===== src/rtl/irq_entry_pkg.sv =====
package irq_entry_pkg;

    localparam int unsigned XLEN      = 32;
    localparam int unsigned LVL_W     = 4;
    localparam int unsigned WORD_LOG2 = 2;

    typedef logic [XLEN-1:0]  word_t;
    typedef logic [LVL_W-1:0] lvl_t;

    typedef enum logic [2:0] {
        S_IDLE     = 3'd0,
        S_PUSH_SR  = 3'd1,
        S_PUSH_PC  = 3'd2,
        S_SET_MASK = 3'd3,
        S_VEC_RD   = 3'd4
    } seq_state_e;

    typedef struct packed {
        word_t sr;
        word_t pc;
        word_t sp;
        word_t vbase;
        lvl_t  lvl;
    } entry_ctx_t;

    function automatic word_t word_step();
        return word_t'(1) << WORD_LOG2;
    endfunction

    function automatic word_t put_mask(word_t sr, lvl_t lvl, int unsigned lsb);
        word_t clr;
        clr = ~(word_t'({LVL_W{1'b1}}) << lsb);
        return (sr & clr) | (word_t'(lvl) << lsb);
    endfunction

endpackage


===== src/rtl/irq_entry_fsm.sv =====
module irq_entry_fsm
    import irq_entry_pkg::*;
(
    input  logic       clk,
    input  logic       rst,
    input  logic       dec_valid,
    input  logic       irq_req,
    input  logic       mem_ready,
    output seq_state_e state,
    output logic       take,
    output logic       push_done
);
    seq_state_e nxt;

    always_comb begin
        take      = (state == S_IDLE) && dec_valid && irq_req;
        push_done = ((state == S_PUSH_SR) || (state == S_PUSH_PC)) && mem_ready;
        nxt       = state;
        unique case (state)
            S_IDLE:     if (take)      nxt = S_PUSH_SR;
            S_PUSH_SR:  if (mem_ready) nxt = S_PUSH_PC;
            S_PUSH_PC:  if (mem_ready) nxt = S_SET_MASK;
            S_SET_MASK:                nxt = S_VEC_RD;
            S_VEC_RD:   if (mem_ready) nxt = S_IDLE;
            default:                   nxt = S_IDLE;
        endcase
    end

    always_ff @(posedge clk) begin
        if (rst) state <= S_IDLE;
        else     state <= nxt;
    end

    p_take_starts_r2: assert property (@(posedge clk) disable iff (rst)
        take |=> (state == S_PUSH_SR));
    p_mask_one_cycle_r6: assert property (@(posedge clk) disable iff (rst)
        (state == S_SET_MASK) |=> (state == S_VEC_RD));
endmodule


===== src/rtl/irq_entry_ctx.sv =====
module irq_entry_ctx
    import irq_entry_pkg::*;
#(
    parameter int unsigned VEC_W = 8
) (
    input  logic             clk,
    input  logic             rst,
    input  logic             take,
    input  logic             push_done,
    input  word_t            dec_pc,
    input  word_t            sr_in,
    input  word_t            sp_in,
    input  word_t            vec_base,
    input  lvl_t             irq_level,
    input  logic [VEC_W-1:0] irq_vec,
    output entry_ctx_t       ctx,
    output logic [VEC_W-1:0] vec
);
    always_ff @(posedge clk) begin
        if (rst) begin
            ctx <= '0;
            vec <= '0;
        end else if (take) begin
            ctx.sr    <= sr_in;
            ctx.pc    <= dec_pc;
            ctx.sp    <= sp_in;
            ctx.vbase <= vec_base;
            ctx.lvl   <= irq_level;
            vec       <= irq_vec;
        end else if (push_done) begin
            ctx.sp <= ctx.sp - word_step();
        end
    end

    p_sp_step_r5: assert property (@(posedge clk) disable iff (rst)
        (push_done && !take) |=> (ctx.sp == $past(ctx.sp) - word_step()));
endmodule


===== src/rtl/irq_entry_port.sv =====
module irq_entry_port
    import irq_entry_pkg::*;
#(
    parameter int unsigned VEC_W    = 8,
    parameter int unsigned MASK_LSB = 4
) (
    input  seq_state_e       state,
    input  entry_ctx_t       ctx,
    input  logic [VEC_W-1:0] vec,
    input  logic             mem_ready,
    input  word_t            mem_rdata,
    output logic             mem_req,
    output logic             mem_we,
    output word_t            mem_addr,
    output word_t            mem_wdata,
    output logic             sp_we,
    output word_t            sp_out,
    output logic             sr_we,
    output word_t            sr_out,
    output logic             pc_we,
    output word_t            pc_out,
    output logic             irq_ack
);
    localparam int unsigned PAD_W = XLEN - VEC_W;

    word_t push_addr;
    word_t vec_addr;

    always_comb begin
        push_addr = ctx.sp - word_step();
        vec_addr  = ctx.vbase + ({{PAD_W{1'b0}}, vec} << WORD_LOG2);

        mem_req   = 1'b0;
        mem_we    = 1'b0;
        mem_addr  = push_addr;
        mem_wdata = ctx.sr;
        sp_we     = 1'b0;
        sp_out    = push_addr;
        sr_we     = 1'b0;
        sr_out    = put_mask(ctx.sr, ctx.lvl, MASK_LSB);
        pc_we     = 1'b0;
        pc_out    = mem_rdata;
        irq_ack   = 1'b0;

        unique case (state)
            S_PUSH_SR: begin
                mem_req = 1'b1;
                mem_we  = 1'b1;
                sp_we   = mem_ready;
            end
            S_PUSH_PC: begin
                mem_req   = 1'b1;
                mem_we    = 1'b1;
                mem_wdata = ctx.pc;
                sp_we     = mem_ready;
            end
            S_SET_MASK: begin
                sr_we   = 1'b1;
                irq_ack = 1'b1;
            end
            S_VEC_RD: begin
                mem_req  = 1'b1;
                mem_addr = vec_addr;
                pc_we    = mem_ready;
            end
            default: ;
        endcase
    end

    always_comb begin
        a_ack_with_sr_r6: assert (irq_ack == sr_we);
        a_no_req_in_mask_r6: assert (!(sr_we && mem_req));
    end
endmodule


===== src/rtl/irq_entry_seq.sv =====
module irq_entry_seq
    import irq_entry_pkg::*;
#(
    parameter int unsigned VEC_W    = 8,
    parameter int unsigned MASK_LSB = 4
) (
    input  logic             clk,
    input  logic             rst,
    input  logic             dec_valid,
    input  logic [31:0]      dec_pc,
    input  logic             irq_req,
    input  logic [3:0]       irq_level,
    input  logic [VEC_W-1:0] irq_vec,
    input  logic [31:0]      vec_base,
    input  logic [31:0]      sp_in,
    input  logic [31:0]      sr_in,
    output logic             dec_discard,
    output logic             busy,
    output logic             irq_ack,
    output logic             sp_we,
    output logic [31:0]      sp_out,
    output logic             sr_we,
    output logic [31:0]      sr_out,
    output logic             pc_we,
    output logic [31:0]      pc_out,
    output logic             mem_req,
    output logic             mem_we,
    output logic [31:0]      mem_addr,
    output logic [31:0]      mem_wdata,
    input  logic [31:0]      mem_rdata,
    input  logic             mem_ready
);
    seq_state_e       state;
    logic             take;
    logic             push_done;
    entry_ctx_t       ctx;
    logic [VEC_W-1:0] vec;

    irq_entry_fsm u_fsm (
        .clk       (clk),
        .rst       (rst),
        .dec_valid (dec_valid),
        .irq_req   (irq_req),
        .mem_ready (mem_ready),
        .state     (state),
        .take      (take),
        .push_done (push_done)
    );

    irq_entry_ctx #(.VEC_W(VEC_W)) u_ctx (
        .clk       (clk),
        .rst       (rst),
        .take      (take),
        .push_done (push_done),
        .dec_pc    (dec_pc),
        .sr_in     (sr_in),
        .sp_in     (sp_in),
        .vec_base  (vec_base),
        .irq_level (irq_level),
        .irq_vec   (irq_vec),
        .ctx       (ctx),
        .vec       (vec)
    );

    irq_entry_port #(.VEC_W(VEC_W), .MASK_LSB(MASK_LSB)) u_port (
        .state     (state),
        .ctx       (ctx),
        .vec       (vec),
        .mem_ready (mem_ready),
        .mem_rdata (mem_rdata),
        .mem_req   (mem_req),
        .mem_we    (mem_we),
        .mem_addr  (mem_addr),
        .mem_wdata (mem_wdata),
        .sp_we     (sp_we),
        .sp_out    (sp_out),
        .sr_we     (sr_we),
        .sr_out    (sr_out),
        .pc_we     (pc_we),
        .pc_out    (pc_out),
        .irq_ack   (irq_ack)
    );

    assign dec_discard = take;
    assign busy        = (state != S_IDLE);

    p_idle_quiet_r1: assert property (@(posedge clk) disable iff (rst)
        !busy |-> !mem_req && !sp_we && !sr_we && !pc_we);
    p_hold_wait_r9: assert property (@(posedge clk) disable iff (rst)
        (mem_req && !mem_ready) |=> mem_req && $stable(mem_addr)
                                    && $stable(mem_we) && $stable(mem_wdata));
    p_ack_pulse_r6: assert property (@(posedge clk) disable iff (rst)
        irq_ack |=> !irq_ack);
    p_done_idle_r8: assert property (@(posedge clk) disable iff (rst)
        pc_we |=> !busy);
    p_no_reentry_r10: assert property (@(posedge clk) disable iff (rst)
        busy |-> !dec_discard);
endmodule


===== config.mk =====
export PLATFORM = sky130hd
export DESIGN_NAME = irq_entry_seq
export DESIGN_NICKNAME = d
export VERILOG_FILES = /design/src/rtl/irq_entry_pkg.sv /design/src/rtl/irq_entry_fsm.sv /design/src/rtl/irq_entry_ctx.sv /design/src/rtl/irq_entry_port.sv /design/src/rtl/irq_entry_seq.sv
export SDC_FILE = /design/constraint.sdc
export NUM_CORES = 1
export LEC_CHECK = 0
export ABC_AREA = 0
export BUFFER_PORTS_ARGS = -buffer_cell sky130_fd_sc_hd__buf_2
export CORE_ASPECT_RATIO = 0.75
export CORE_MARGIN = 2
export CORE_UTILIZATION = 30
export DETAILED_ROUTE_END_ITERATION = 10
export PLACE_DENSITY_LB_ADDON = 0.05
export SETUP_SLACK_MARGIN = 0.05
export SLEW_MARGIN = 5
export SYNTH_ARGS = -nofsm -noshare
export SYNTH_HDL_FRONTEND = slang
export SYNTH_HIERARCHICAL = 1
export SYNTH_SLANG_ARGS = --single-unit
export TNS_END_PERCENT = 10

===== constraint.sdc =====
create_clock -name clk -period 2.65 [get_ports clk]
set_input_delay 0.53 -clock clk [delete_from_list [all_inputs] [get_ports clk]]
set_output_delay 0.53 -clock clk [all_outputs]
set_load 0.005 [all_outputs]

Word-level counts from Yosys, hierarchy flattened
Cells that the tools add are included. W data, S select, Z words.

Equality and inequality tests: 8. Multiplexer cells: 14. Multipliers: 0. Shift-type cells: 0. Divide/modulo/power cells: 0. Order comparisons: 0. Bitwise gates (word level): 1. $add $sub $neg: 2. Reductions and logical operators: 10.

Operator list (number): $mux W32 (4); $add A32 B10 Y32 (1); $or A32 B8 Y32 (1); $sub A32 B3 Y32 const B (1); $pmux W3 S5 (1); $mux W3 (4); $ne A2 B2 Y1 const B (4); $eq A3 B2 Y1 const B (2); $mux W1 (5); $reduce_and A4 Y1 (1); $eq A3 B1 Y1 const B (1); $eq A3 B3 Y1 const B (1); $logic_and A1 B1 Y1 (3); $logic_not A3 Y1 (1); $reduce_bool A3 Y1 (1); $reduce_or A3 Y1 (1); $reduce_bool A2 Y1 (1); $reduce_or A2 Y1 (1); $logic_or A1 B1 Y1 (1).

Bits in latches: 0. Memories kept: 0. Bits of input ports: 177. Bits in read-only memories: 0. Register bits: 143. Output and inout bits: 168. Memory bits (writable): 0.

Logic depth before layout (Yosys ltp)
Depth after elaboration: 5. Mapped depth: 8. Gate-level depth less buffers: 7.

Modules after synthesis
Netlist, hierarchy kept.

Modules (own cells, without submodules): irq_entry_ctx (instances 1, area an instance 5575.3 µm², cells each 570, seq. area each 2802.7 µm²); irq_entry_port (instances 1, area an instance 2720.1 µm², cells each 350, seq. area each 0.0 µm²); irq_entry_fsm (instances 1, area an instance 173.9 µm², cells each 18, seq. area each 60.1 µm²); irq_entry_seq (instances 1, area an instance 6.3 µm², cells each 1, seq. area each 0.0 µm²).

Least setup slack after synthesis
OpenSTA, ideal clock, no wires.

Path kind: flip-flop to output port. From: register u_ctx.vec[0]. To: output mem_addr[28]. Arrival time: 2.131 ns. Stages on the path, launching flop included: 9. Buffers on the path: 1. Setup slack: -0.011 ns. Path through: dfxtp_1 -> ha_1 -> fa_1 -> a211oi_1 -> o211a_1 -> clkbuf_1 -> nor4b_1 -> xor2_1 -> mux2_2.

Cells in the longest elaborated chain, start to end: 2.

RTL lines: from (decl) (RTL line irq_entry_ctx.sv:17) `output logic [VEC_W-1:0] vec`; from (signal assigned) (RTL line irq_entry_ctx.sv:29) `vec <= irq_vec;`; $add A32 B10 Y32 (RTL line irq_entry_port.sv:31) `vec_addr = ctx.vbase + ({{PAD_W{1'b0}}, vec} << WORD_LOG2);`; $mux W32 (RTL line irq_entry_port.sv:45) `unique case (state)`; to (decl) (RTL line irq_entry_seq.sv:28) `output logic [31:0] mem_addr,`.

No other way between the ends.

Worst setup path after layout
From: register u_ctx/ctx[6] (netlist name). To: output mem_addr[24].

Cells in the longest elaborated chain, start to end: 2.

RTL lines (RTL line): $add A32 B10 Y32 (irq_entry_port.sv:31); $mux W32 (irq_entry_port.sv:45).

No other way between the ends.

==> impl_metrics.env <==
export IMPL_detailed_place_hpwl_um=21900
export IMPL_grt_pass1_wl_um=43500
export IMPL_slew_headroom_pct=39.6
export IMPL_rsz0062_at_grt="yes"
export IMPL_drt_iter0_markers=320
export IMPL_yosysWarningCount=6
export IMPL_min_from="sr_in[25]"
export IMPL_vias=7689
export IMPL_critPathLaunchType="register"
export IMPL_dr_pass1_iters=5
export IMPL_grt_max_degree=82
export IMPL_fin_ws_ns=-0.483
export IMPL_synth_avg_cell_area_sq_um=9.03
export IMPL_maxCapViolCount=0
export IMPL_io_pin_count=345
export IMPL_die_w_um=198
export IMPL_skew_ns=0.0110
export IMPL_r2r_start="u_fsm/state[1]$_SDFFE_PP0P_"
export IMPL_finalInstanceArea_sq_um=11700
export IMPL_grt_remaining_overflow=0
export IMPL_fin_cells=1617
export IMPL_nets=1407
export IMPL_cts_root_buf="clkbuf_16"
export IMPL_gp_congestion=0.832
export IMPL_worstPathArrival_ns=2.60
export IMPL_postRouteWirelength_um=29200
export IMPL_drc_errors=0
export IMPL_max_freq_ghz=0.319
export IMPL_port_buffers=280
export IMPL_violations="negative setup slack"
export IMPL_ir_worst_vdd_v=0.000437
export IMPL_cellPowerDensity_nw_per_um2=646
export IMPL_crit_required_ns=2.12
export IMPL_cp_slowest_cell="fa_2"
export IMPL_ys_ff_latch=143
export IMPL_antenna_found_initial=2
export IMPL_worst_pin_slew_ns=0.906
export IMPL_cts_hold_buf=0
export IMPL_cts_tree="yes"
export IMPL_h_tree_depth=4
export IMPL_grt_pass1_vias=7306
export IMPL_worstPathMaxFanout=5
export IMPL_syn_area_sq_um=8480
export IMPL_clk_pin_slew_ns=0.06
export IMPL_seq_area_sq_um=2890
export IMPL_status="finished with violations"
export IMPL_rows=53
export IMPL_timing_critical_path_from="u_ctx/ctx[6]$_SDFFE_PP0P_"
export IMPL_place_area_sq_um=10500
export IMPL_synth_nets=1127
export IMPL_clk_latency_ns=0.43
export IMPL_syn_instance_count=939
export IMPL_synth_edf_count=0
export IMPL_holdWs_ns=0.333
export IMPL_clockBufferDepth=2
export IMPL_setup_viol=40
export IMPL_die_area_sq_um=29600
export IMPL_period_minus_slack_ns=3.13
export IMPL_postSynth_topFlopCell="dfxtp_1"
export IMPL_p_leak_nw=5.15
export IMPL_multi_input_area_sq_um=5310
export IMPL_critical_path_max_stage_delay_ns=0.39
export IMPL_cts_buffers=17
export IMPL_wire_per_inst_um=18.0
export IMPL_ant_nets=0
export IMPL_path_buf_inv=2
export IMPL_coreArea_sq_um=27900
export IMPL_final_cell_mix="buf_2, nor2_1, dfxtp_1, mux2i_1, buf_4"
export IMPL_post_synth_num_cell_types=68
export IMPL_vias_per_cell=4.76
export IMPL_fillers=2884
export IMPL_path_class="register to output pin"
export IMPL_grt_usage_pct=19.5
export IMPL_critPathCaptureType="output pin"
export IMPL_drive_above_1_share_pct=45.2
export IMPL_crit_chain="ha_4 > fa_2 > a211oi_4 > o211a_4 > buf_12 > nor3_1 > xor2_1 > mux2_4 > buf_2"
export IMPL_hold_path_class="primary input to register"
export IMPL_syn2layout_area_growth_pct=38.5
export IMPL_layout_commonest_cell="buf_2"
export IMPL_synth_seq_area_share_pct=33.8
export IMPL_fp_dieH_um=150
export IMPL_hold_viol=0
export IMPL_clock_sinks=143
export IMPL_post_place_cells=1579
export IMPL_critical_path_top_delay_family="adder cells"
export IMPL_synth_async_reset_ratio_pct=0
export IMPL_min_period_over_period_pct=118
export IMPL_start_util_pct=30.4
export IMPL_drv_slew=0
[final timing paths]
kind	end	cells past startpoint	slack (ns)
setup / recovery	mem_addr[24]	9	-0.48
hold / removal	u_ctx/ctx[125]$_SDFFE_PP0P_	3	0.33
setup reg to reg	u_ctx/ctx[67]$_SDFFE_PP0N_	7	0.17
hold reg to reg	u_ctx/ctx[77]$_SDFFE_PP0P_	2	0.49
[kinds of logic (layout without fill, tap and decap cells)]
| logic type | after synthesis | after routing | synth area share, % |
|---|---|---|---|
| flops | 143 | 143 | 33.8 |
| fa+ha+maj | 11 | 11 | 1.71 |
| xor+xnor | 67 | 67 | 7.01 |
| compound gates | 106 | 106 | 8.59 |
| mux | 163 | 163 | 20.0 |
| other cells | 0 | 1 | 0 |
| buf+inv | 130 | 422 | 8.87 |
| simple gates | 319 | 319 | 20.0 |
[stage by stage]
stage | TNS [ns] | worst slack, ns | total power [mW] | utilization (%)
after floorplan | 0 | 0.0727 | 3.68 | -
after global placement | -1.13 | -0.133 | 4.68 | 37.5
after detailed placement | -1.40 | -0.132 | 4.67 | 37.5
after CTS | -10.30 | -0.481 | 7.59 | 41.4
after global routing | -14.22 | -0.546 | 7.98 | 42.0
final | -9.72 | -0.483 | 7.58 | 42.0
[where the power goes]
part | leakage [nW] | switching (mW) | internal, mW
sequential | 1.17 | 0.142 | 2.30
combinational | 3.66 | 1.20 | 1.16
clock | 0.317 | 0.985 | 1.79
[final cells by class]
class | count | share of cell area, %
sequential | 143 | 24.6
clock inverter | 10 | 1.79
clock buffer | 21 | 3.84
antenna | 1 | 0.0213
tap | 385 | 4.10
inverter | 9 | 0.288
timing repair buffer | 382 | 20.2
multi-input combinational | 666 | 45.2
[registers in the layout (all words and copies together), names as in the netlist]
name and flops:
u_fsm/state 3, u_ctx/ctx 132, u_ctx/vec 8
[worst register-to-register path: stages (launching register included)]
cell and delay (ns):
dfxtp_2 0.33, xnor2_1 0.12, nor3b_1 0.22, buf_4 0.18, or3b_2 0.46, or4_4 0.45, or4_1 0.41, a311oi_1 0.24
[synthesized netlist by cell type (5+ instances only)]
library cell | n | area share (%)
nor3_1 | 21 | 1.2
mux2_2 | 52 | 6.9
o211ai_1 | 7 | 0.62
mux2i_1 | 110 | 13
and2_1 | 5 | 0.37
nor4_1 | 10 | 0.74
nor4_2 | 5 | 0.74
a311oi_1 | 9 | 0.93
nand2_1 | 23 | 1.0
clkbuf_1 | 43 | 1.9
a211oi_1 | 16 | 1.4
o21ai_0 | 12 | 0.71
dfxtp_1 | 143 | 34
a21oi_1 | 22 | 1.3
o31ai_1 | 12 | 1.1
nand4_1 | 10 | 0.74
buf_1 | 6 | 0.27
nor2_1 | 158 | 7.0
xnor2_1 | 26 | 2.7
ha_1 | 10 | 1.5
or4_1 | 15 | 1.3
a31oi_1 | 6 | 0.44
nor3b_1 | 9 | 0.80
buf_4 | 67 | 5.9
o2111ai_1 | 5 | 0.52
xor2_1 | 40 | 4.1
or3_1 | 9 | 0.66
nand3_1 | 12 | 0.71
and4_1 | 7 | 0.72
inv_1 | 9 | 0.40
[routing by layer]
metal | vias up | global-route usage (%) | wire (um)
met5 | - | 0 | 13
met4 | 2 | 4.55 | 342
met3 | 25 | 5.39 | 1870
met2 | 250 | 27.6 | 12100
met1 | 3559 | 29.0 | 14800
li1 | 3853 | - | -
[timing repair]
item | 4_1_cts | 5_1_grt
buffers inserted | 1 | 3
endpoints found under the setup margin | 45 | 77
resized for setup | 75 | 32
cloned | 2 | 0
pin swaps | 29 | 17
(Power assumes the default switching activity.)
